===== src/rtl/twb_pkg.sv =====
package twb_pkg;

    // Control register layout; bit order is what software decodes.
    typedef struct packed {
        logic flag;   // 7 transfer complete
        logic ack;    // 6 address recognition enable
        logic sta;    // 5 START request
        logic sto;    // 4 STOP request
        logic wcol;   // 3 write collision
        logic en;     // 2 interface enable
        logic rsv;    // 1 reserved, reads 0
        logic ie;     // 0 interrupt enable
    } ctl_t;

    typedef enum logic [1:0] {
        GEN_IDLE,
        GEN_START,
        GEN_HOLD,
        GEN_STOP
    } gen_state_e;

    typedef struct packed {
        logic scl_low;
        logic sda_low;
    } drive_t;

    function automatic drive_t gen_drive(gen_state_e s);
        drive_t d;
        case (s)
            GEN_START: d = '{scl_low: 1'b0, sda_low: 1'b1};
            GEN_HOLD:  d = '{scl_low: 1'b1, sda_low: 1'b1};
            GEN_STOP:  d = '{scl_low: 1'b0, sda_low: 1'b1};
            default:   d = '{scl_low: 1'b0, sda_low: 1'b0};
        endcase
        return d;
    endfunction

endpackage


===== src/rtl/twb_bus_monitor.sv =====
module twb_bus_monitor
    import twb_pkg::*;
#(
    parameter int SYNC_STAGES = 2
) (
    input  logic clk,
    input  logic rst,
    input  logic en,
    input  logic scl_in,
    input  logic sda_in,
    output logic start_det,
    output logic stop_det,
    output logic busy
);
    logic [SYNC_STAGES-1:0] scl_sh;
    logic [SYNC_STAGES-1:0] sda_sh;

    for (genvar i = 0; i < SYNC_STAGES; i++) begin : g_sync
        always_ff @(posedge clk) begin
            if (rst) begin
                scl_sh[i] <= 1'b1;
                sda_sh[i] <= 1'b1;
            end else if (i == 0) begin
                scl_sh[i] <= scl_in;
                sda_sh[i] <= sda_in;
            end else begin
                scl_sh[i] <= scl_sh[(i == 0) ? 0 : i-1];
                sda_sh[i] <= sda_sh[(i == 0) ? 0 : i-1];
            end
        end
    end

    logic scl_s, sda_s, scl_p, sda_p;
    assign scl_s = scl_sh[SYNC_STAGES-1];
    assign sda_s = sda_sh[SYNC_STAGES-1];

    always_ff @(posedge clk) begin
        if (rst) begin
            scl_p <= 1'b1;
            sda_p <= 1'b1;
        end else begin
            scl_p <= scl_s;
            sda_p <= sda_s;
        end
    end

    assign start_det = en & scl_s & scl_p & sda_p & ~sda_s;
    assign stop_det  = en & scl_s & scl_p & ~sda_p & sda_s;

    always_ff @(posedge clk) begin
        if (rst || !en)     busy <= 1'b0;
        else if (start_det) busy <= 1'b1;
        else if (stop_det)  busy <= 1'b0;
    end

    a_r12_start_sets_busy: assert property (@(posedge clk) disable iff (rst)
        start_det |=> busy);
    a_r12_stop_clears_busy: assert property (@(posedge clk) disable iff (rst)
        stop_det |=> !busy);

endmodule


===== src/rtl/twb_cond_gen.sv =====
module twb_cond_gen
    import twb_pkg::*;
#(
    parameter int HALF_PERIOD = 8
) (
    input  logic   clk,
    input  logic   rst,
    input  logic   en,
    input  logic   sta_write,
    input  logic   sto_bit,
    input  logic   busy,
    output drive_t drv,
    output logic   master,
    output logic   start_sent,
    output logic   sto_clear,
    output logic   slv_reset
);
    localparam int CW = $clog2(HALF_PERIOD + 1);
    localparam logic [CW-1:0] LAST = CW'(HALF_PERIOD - 1);

    gen_state_e     state;
    logic [CW-1:0]  cnt;
    logic           pending;
    logic           take;
    logic           last;

    assign last       = (cnt == LAST);
    assign take       = en && state == GEN_IDLE && pending && !busy;
    assign start_sent = en && state == GEN_START && last;
    assign slv_reset  = en && state == GEN_IDLE && sto_bit;
    assign sto_clear  = slv_reset || (en && state == GEN_STOP && last);
    assign master     = state != GEN_IDLE;
    assign drv        = gen_drive(state);

    always_ff @(posedge clk) begin
        if (rst)                 pending <= 1'b0;
        else if (sta_write)      pending <= 1'b1;
        else if (!en || take)    pending <= 1'b0;
    end

    always_ff @(posedge clk) begin
        if (rst || !en) begin
            state <= GEN_IDLE;
            cnt   <= '0;
        end else begin
            case (state)
                GEN_IDLE: begin
                    cnt <= '0;
                    if (take) state <= GEN_START;
                end
                GEN_START: begin
                    cnt <= cnt + 1'b1;
                    if (last) begin
                        state <= GEN_HOLD;
                        cnt   <= '0;
                    end
                end
                GEN_HOLD: begin
                    cnt <= '0;
                    if (sto_bit) state <= GEN_STOP;
                end
                GEN_STOP: begin
                    cnt <= cnt + 1'b1;
                    if (last) begin
                        state <= GEN_IDLE;
                        cnt   <= '0;
                    end
                end
                default: state <= GEN_IDLE;
            endcase
        end
    end

    a_r5_no_start_on_busy: assert property (@(posedge clk) disable iff (rst)
        (state == GEN_IDLE && busy) |=> state != GEN_START);
    a_r10_off_goes_idle: assert property (@(posedge clk) disable iff (rst)
        !en |=> state == GEN_IDLE);
    a_r4_start_then_hold: assert property (@(posedge clk) disable iff (rst)
        start_sent |=> state == GEN_HOLD);
    a_r8_stop_ends_idle: assert property (@(posedge clk) disable iff (rst)
        (en && state == GEN_STOP && last) |=> state == GEN_IDLE);

endmodule


===== src/rtl/twb_ctl_reg.sv =====
module twb_ctl_reg
    import twb_pkg::*;
(
    input  logic       clk,
    input  logic       rst,
    input  logic       we,
    input  logic [7:0] wdata,
    input  logic       data_we,
    input  logic       xfer_done,
    input  logic       start_sent,
    input  logic       sto_clear,
    output ctl_t       q
);
    ctl_t w;
    assign w = ctl_t'(wdata);

    always_ff @(posedge clk) begin
        if (rst) begin
            q <= '0;
        end else begin
            if (we) begin
                q.ack <= w.ack;
                q.sta <= w.sta;
                q.sto <= w.sto;
                q.en  <= w.en;
                q.ie  <= w.ie;
                if (w.flag) q.flag <= 1'b0;
            end else if (sto_clear) begin
                q.sto <= 1'b0;
            end
            if (xfer_done || start_sent) q.flag <= 1'b1;
            if (data_we) q.wcol <= ~q.flag;
            q.rsv <= 1'b0;
        end
    end

    a_r7_wcol_sets: assert property (@(posedge clk) disable iff (rst)
        (data_we && !q.flag) |=> q.wcol);
    a_r7_wcol_clears: assert property (@(posedge clk) disable iff (rst)
        (data_we && q.flag) |=> !q.wcol);
    a_r6_flag_sets: assert property (@(posedge clk) disable iff (rst)
        (xfer_done || start_sent) |=> q.flag);
    a_r8_sto_self_clear: assert property (@(posedge clk) disable iff (rst)
        (sto_clear && !we) |=> !q.sto);

endmodule


===== src/rtl/twb_ctrl_unit.sv =====
module twb_ctrl_unit
    import twb_pkg::*;
#(
    parameter int HALF_PERIOD = 8,
    parameter int SYNC_STAGES = 2
) (
    input  logic       clk,
    input  logic       rst,
    input  logic       ctl_we,
    input  logic [7:0] ctl_wdata,
    output logic [7:0] ctl_rdata,
    input  logic       data_we,
    input  logic       xfer_done,
    input  logic       gie,
    input  logic       scl_in,
    input  logic       sda_in,
    input  logic       slv_scl_low,
    input  logic       slv_sda_low,
    output logic       scl_drive_low,
    output logic       sda_drive_low,
    output logic       slv_reset,
    output logic       addr_match_en,
    output logic       bus_busy,
    output logic       irq
);
    ctl_t   ctl;
    drive_t gdrv;
    logic   master, start_sent, sto_clear;
    logic   start_det, stop_det;
    logic   slv_pass;

    twb_ctl_reg u_reg (
        .clk        (clk),
        .rst        (rst),
        .we         (ctl_we),
        .wdata      (ctl_wdata),
        .data_we    (data_we),
        .xfer_done  (xfer_done),
        .start_sent (start_sent),
        .sto_clear  (sto_clear),
        .q          (ctl)
    );

    twb_bus_monitor #(.SYNC_STAGES(SYNC_STAGES)) u_mon (
        .clk       (clk),
        .rst       (rst),
        .en        (ctl.en),
        .scl_in    (scl_in),
        .sda_in    (sda_in),
        .start_det (start_det),
        .stop_det  (stop_det),
        .busy      (bus_busy)
    );

    twb_cond_gen #(.HALF_PERIOD(HALF_PERIOD)) u_gen (
        .clk        (clk),
        .rst        (rst),
        .en         (ctl.en),
        .sta_write  (ctl_we && ctl_wdata[5]),
        .sto_bit    (ctl.sto),
        .busy       (bus_busy),
        .drv        (gdrv),
        .master     (master),
        .start_sent (start_sent),
        .sto_clear  (sto_clear),
        .slv_reset  (slv_reset)
    );

    assign slv_pass      = ctl.en && !master && !ctl.sto;
    assign scl_drive_low = ctl.en && (gdrv.scl_low || (slv_pass && slv_scl_low));
    assign sda_drive_low = ctl.en && (gdrv.sda_low || (slv_pass && slv_sda_low));
    assign ctl_rdata     = ctl;
    assign addr_match_en = ctl.en && ctl.ack;
    assign irq           = ctl.flag && ctl.ie && gie;

    a_r9_slave_stop_releases: assert property (@(posedge clk) disable iff (rst)
        slv_reset |-> (!scl_drive_low && !sda_drive_low));
    a_r10_off_no_drive: assert property (@(posedge clk) disable iff (rst)
        !ctl.en |-> (!scl_drive_low && !sda_drive_low && !slv_reset));
    a_r2_reserved_zero: assert property (@(posedge clk) disable iff (rst)
        ctl_we |=> !ctl_rdata[1]);

endmodule


===== config.mk =====
export PLATFORM = sky130hd
export DESIGN_NAME = twb_ctrl_unit
export DESIGN_NICKNAME = d
export VERILOG_FILES = /design/src/rtl/twb_pkg.sv /design/src/rtl/twb_bus_monitor.sv /design/src/rtl/twb_cond_gen.sv /design/src/rtl/twb_ctl_reg.sv /design/src/rtl/twb_ctrl_unit.sv
export SDC_FILE = /design/constraint.sdc
export NUM_CORES = 1
export LEC_CHECK = 0
export BUFFER_PORTS_ARGS = -buffer_cell sky130_fd_sc_hd__buf_2
export CAP_MARGIN = 20
export CORE_MARGIN = 4
export CORE_UTILIZATION = 49
export DETAILED_ROUTE_END_ITERATION = 16
export MAX_ROUTING_LAYER = met4
export PLACE_DENSITY = 0.84
export SYNTH_ARGS = -nofsm -noshare
export SYNTH_HDL_FRONTEND = slang
export SYNTH_SLANG_ARGS = --single-unit
export TNS_END_PERCENT = 10

===== constraint.sdc =====
create_clock -name clk -period 3 [get_ports clk]
set_input_delay 0.3 -clock clk [delete_from_list [all_inputs] [get_ports clk]]
set_output_delay 0.3 -clock clk [all_outputs]
set_load 0.005 [all_outputs]

======== After elaboration in Yosys (flattened, before gate mapping) ========
Index checks and enable logic that the tools add are counted.
operators by class
  add/sub/neg operators ................... 1
  eq/ne operators ......................... 8
  muxes and demuxes ....................... 17
  bitwise operators ....................... 9
  reduce and logical (&&, ||, !) cells .... 39
operators by type and width
  kind                                                  count
  logical AND 1 bit                                     18
  nonzero test 2 bit                                    6
  2-to-1 mux 1 bit                                      8
  2-to-1 mux 2 bit                                      4
  case mux 2 bit (4 select lines)                       1
  case mux 4 bit (2 select lines)                       1
  AND 1 bit                                             6
  logical OR 1 bit                                      6
  != test 2 x 1 -> 1 bit (second input constant)        3
  adder 4 x 1 -> 4 bit (second input constant)          1
  equality test 2 bit (second input constant)           2
  equality test 4 x 3 -> 1 bit (second input constant)  1
  logical NOT 1 bit                                     4
  2-to-1 mux 4 bit                                      1
  case mux 2 bit (2 select lines)                       1
  AND reduction 4 bit                                   1
  OR reduction 2 bit                                    2
  2-to-1 mux 3 bit                                      1
  NOT 1 bit                                             3
  equality test 2 x 1 -> 1 bit (second input constant)  1
  logical NOT 2 bit                                     1
  != test 2 bit (second input constant)                 1
  AND reduction 2 bit                                   1
word-level totals
  register bits ........................... 21
  output and inout port bits .............. 14
  logic and storage cells ................. 91

======== Longest topological paths before layout ========
  word-level depth ........................ 7
  mapped depth ............................ 6
  depth with buffers taken out ............ 6

======== Hierarchy ========
From an unflattened synthesis, not the netlist that was laid out.
second synthesis, totals
  cell total of the unflattened synthesis .. 104
  area total of the unflattened synthesis .. 982.2 um^2
modules (own cells, without submodules)
  module           times used  cells an instance  area each (um^2)
  twb_cond_gen     1           46                 422.9
  twb_ctl_reg      1           27                 271.5
  twb_bus_monitor  1           22                 237.7
  twb_ctrl_unit    1           9                  50.0

======== Worst setup path before layout ========
OpenSTA, ideal clock, no wires.
  path kind ............................... register to output
  start point ............................. register u_gen.state[0]
  end point ............................... output sda_drive_low
  arrival time ............................ 0.964 ns
  path slack .............................. 1.736 ns
  cell stages (with the launch flop) ...... 5
  buffers on the path ..................... 0
  path through ............................ dfxtp_1 > inv_1 > ha_1 > nand3_1 > a21boi_0
between the ends
  longest elaborated chain between the ends .. 7
ends and longest elaborated chain
  element                                                                      line                 RTL
  start: declaration                                                           twb_cond_gen.sv:21   gen_state_e state;
  start signal: assignment                                                     twb_cond_gen.sv:43   state <= GEN_IDLE;
  start signal: assignment                                                     twb_cond_gen.sv:49   if (take) state <= GEN_START;
  start signal: assignment                                                     twb_cond_gen.sv:54   state <= GEN_HOLD;
  parallel branches: the longest is 5 deep, another holds equality test 2 bit  n/a
  logical OR 1 bit *                                                           twb_ctrl_unit.sv:71  assign sda_drive_low = ctl.en && (gdrv.sda_low || (slv_pass && slv_sda_low));
  logical AND 1 bit *                                                          twb_ctrl_unit.sv:71
  end: declaration                                                             twb_ctrl_unit.sv:20  output logic sda_drive_low,
Every way passes the cells marked *.

======== Worst setup path in the final report ========
Same ends and word-level chain as after synthesis.

==> flow_summary_export.csv <==
group,metric,value,unit
run_status,status,"complete, no violations",
clock_tree,clk_pin_slew,0.11,ns
power,ir_worst_vdd,290,uV
synth,postSynthCellCount,100,
setup_path,cp_top_family,"flip-flops",
placed_design,port_buffers,28,
detailed_routing,via_count,721,
detailed_routing,dr.pass1.iters,3,
synth,synth_cell_types,30,
setup_path,start_kind,"register",
clock_tree,cts.sink_count,21,
floorplanning,die_h,51.4,um
global_route,grt_max_degree,17,
floorplanning,start_util,52.3,%
power,pwr-share-seq,62.9,%
setup_path,reg2reg_depth,5,
power,power_switching,108,uW
clock_tree,cts_hold_buf,0,
global_route,grt_pass1_vias,718,
setup_path,crit_fanout,6,
floorplanning,die_width,51.4,um
synth,postSynthAreaPerCell,9.23,sq um
sta,rsz0062_at_grt,"no",
power,power_frac_clock,28.3,%
sta,finalHoldViolCount,0,
cells_and_area,syn_to_final_growth,18.3,%
power,swShare,23.0,%
placed_design,placed_area,1060,sq um
cells_and_area,final_layout_size_suffix_gt1_share,29.1,%
sta,final.setup_skew,0.00641,ns
global_route,grt_pass1_wl,2990,um
setup_path,cp.required,2.70,ns
synth,synth.ff_latch_count,21,
sta,drv_slew,0,
global_route,grt_use_total,15.2,%
clock_tree,htree_levels,1,
sta,max_freq,573,MHz
setup_path,critPathKind,"register to output pin",
detailed_routing,ant_nets,0,
global_route,gr-total-overflow,0,
clock_tree,cts_tree,"yes",
power,p_int,361,uW
detailed_routing,first_iter_violations,5,
floorplanning,num_io_pins,32,
power,combPwrFrac,8.8,%
clock_tree,root_buffer,"clkbuf_4",
run,drv_cap,0,
detailed_routing,wl_per_cell,10.7,um
power,power.density,429,nW/um^2
clock_tree,ctsLongestPathBuffers,2,
power,p_leak,0.501,nW
synth,syn-cell-area,923,sq um
detailed_routing,via_per_inst,4.74,
sta,period_share,58.1,%
hold_path,min_path_cells,2,
setup_path,critPathArrivalTime,1.44,ns
clock_tree,post_cts_buffers,0,
cells_and_area,final_cells,152,
setup_path,end_kind,"output pin",
hold_path,hp-class,"primary input to register",
placed_design,gp_congestion,0.886,
setup_path,critPathBufInv,2,
floorplanning,coreArea,1760,sq um
floorplanning,die-area,2640,sq um
synth,synth-seq-area-share,45.5,%
sta,setup_viol,0,
cells_and_area,final_cell_area,1090,sq um
floorplanning,row_count,15,
clock_tree,clk_latency,0.30,ns
cells_and_area,diodes,0,
setup_path,crit_slowest_cell,"dfxtp_1",
detailed_routing,drc,0,
synth,synth_fp_nets,124,
clock_tree,cts_resized,0,
detailed_routing,drt_wl_total,1630,um
clock_tree,cts_made_buffers,3,
cells_and_area,nets,152,
synth,yosys_warnings,0,
sta,finalCriticalPeriod,1.74,ns
placed_design,dpl.hpwl,1300,um
setup_path,critical-path-max-stage-delay,0.35,ns
sta,setup_tns,0,ns
global_route,antenna_found_initial,0,
placed_design,dp.cells,148,
setup_path,crit_chain,"inv_1 > ha_1 > nand3_1 > a21boi_0 > buf_2",
setup_path,critical_path_depth,5,
## layer usage
layer	track usage, %	share of wire, %	vias up
li1	-	-	378
met1	18.7	47	313
met2	23.7	45	26
met3	1.75	6.0	4
met4	9.17	1.8	0
met5	-	0	-
## logic make-up after synthesis
group,synth area share [%]
XOR/XNOR,1.90
multiplexers,5.42
adder cells (fa/ha/maj),8.13
AO/OA/AOI/OAI,10.8
AND/OR/NAND/NOR,22.1
other,0.406
buffers and inverters,5.69
flip-flops,45.5
## cell usage in the layout, fill, tap and decap left out, drive strengths merged
| cell | n |
|---|---|
| nand2b | 2 |
| xnor2 | 1 |
| xor2 | 1 |
| nand3b | 1 |
| nand2 | 10 |
| nor3b | 1 |
| or2 | 7 |
| o22ai | 1 |
| dfxtp | 21 |
| a21o | 1 |
| a221oi | 2 |
| mux2i | 5 |
| a21boi | 1 |
| a31oi | 1 |
| and3 | 1 |
| conb | 1 |
| nand3 | 4 |
| o21ai | 1 |
| clkinv | 1 |
| clkbuf | 3 |
| nor2b | 2 |
| inv | 6 |
| and2 | 1 |
| a21oi | 5 |
| buf | 28 |
| a211o | 1 |
| ha | 6 |
| nor2 | 12 |
## registers in the layout, summed over array words and instances, names as in the netlist
signal         flops
u_gen.cnt          4
u_gen.pending      1
u_gen.state        2
u_mon.busy         1
u_mon.scl_p        1
u_mon.scl_s        1
u_mon.scl_sh       1
u_mon.sda_p        1
u_mon.sda_s        1
u_mon.sda_sh       1
u_reg.q            7
## cell type report
class                           count  area, sq um
Multi-Input combinational cell     68          450
Tap cell                           25         31.3
Inverter                            6         22.5
Clock inverter                      1         5.00
Clock buffer                        3         22.5
Sequential cell                    21          420
Fill cell                         168          672
Timing Repair Buffer               28          140
## synthesized netlist by cell type
master	instances	area (sq um)
a221oi_1	1	8.76
nand3_2	1	10.0
and2_1	1	6.26
buf_4	3	22.5
conb_1	1	3.75
nor3b_1	1	7.51
nor2b_1	2	12.5
mux2i_1	5	50.1
nand2_1	10	37.5
o22ai_2	1	12.5
and3_1	1	6.26
nand2b_1	2	12.5
or2_1	6	37.5
a221oi_2	1	15.0
ha_1	6	75.1
a31oi_1	1	6.26
xnor2_1	1	8.76
or2_2	1	6.26
o21ai_2	1	8.76
xor2_1	1	8.76
nand3_1	3	15.0
inv_1	6	22.5
clkbuf_1	2	7.51
a21boi_0	1	7.51
nand3b_1	1	7.51
a21o_1	1	7.51
a211o_1	1	8.76
dfxtp_1	21	420
a21oi_1	5	25.0
nor2_1	12	45.0
## power groups by stage
| stage | combinational (mW) | sequential, mW | clock, mW |
|---|---|---|---|
| floorplan | 0.0244 | 0.300 | 0 |
| global placement | 0.0403 | 0.301 | 0 |
| detailed placement | 0.0418 | 0.301 | 0 |
| CTS | 0.0418 | 0.295 | 0.141 |
| global route | 0.0479 | 0.297 | 0.150 |
| finish | 0.0413 | 0.295 | 0.133 |
## stage by stage
step                      setup WS (ns)  total power [mW]  hold slack (ns)  utilization [%]
after CTS                          1.23             0.478            0.148             61.9
after global placement             1.61             0.341            0.385             60.4
after global routing               1.06             0.495            0.163             61.9
final                              1.26             0.469            0.162             61.9
after detailed placement           1.58             0.343            0.396             60.4
after floorplan                    1.74             0.325            0.383                -
## worst paths after layout
path | startpoint | endpoint | slack (ns)
worst max-delay path | u_gen.state[0]$_SDFFE_PP0P_ | sda_drive_low | 1.26
worst min-delay path | sda_in | u_mon.sda_sh[0]$_SDFF_PP1_ | 0.16
worst max register to register | u_gen.state[1]$_SDFFE_PP0P_ | u_gen.state[0]$_SDFFE_PP0P_ | 1.57
worst min register to register | u_mon.sda_sh[0]$_SDFF_PP1_ | u_mon.sda_s$_SDFF_PP1_ | 0.42
No activity file was read; power rests on OpenSTA's default activity.
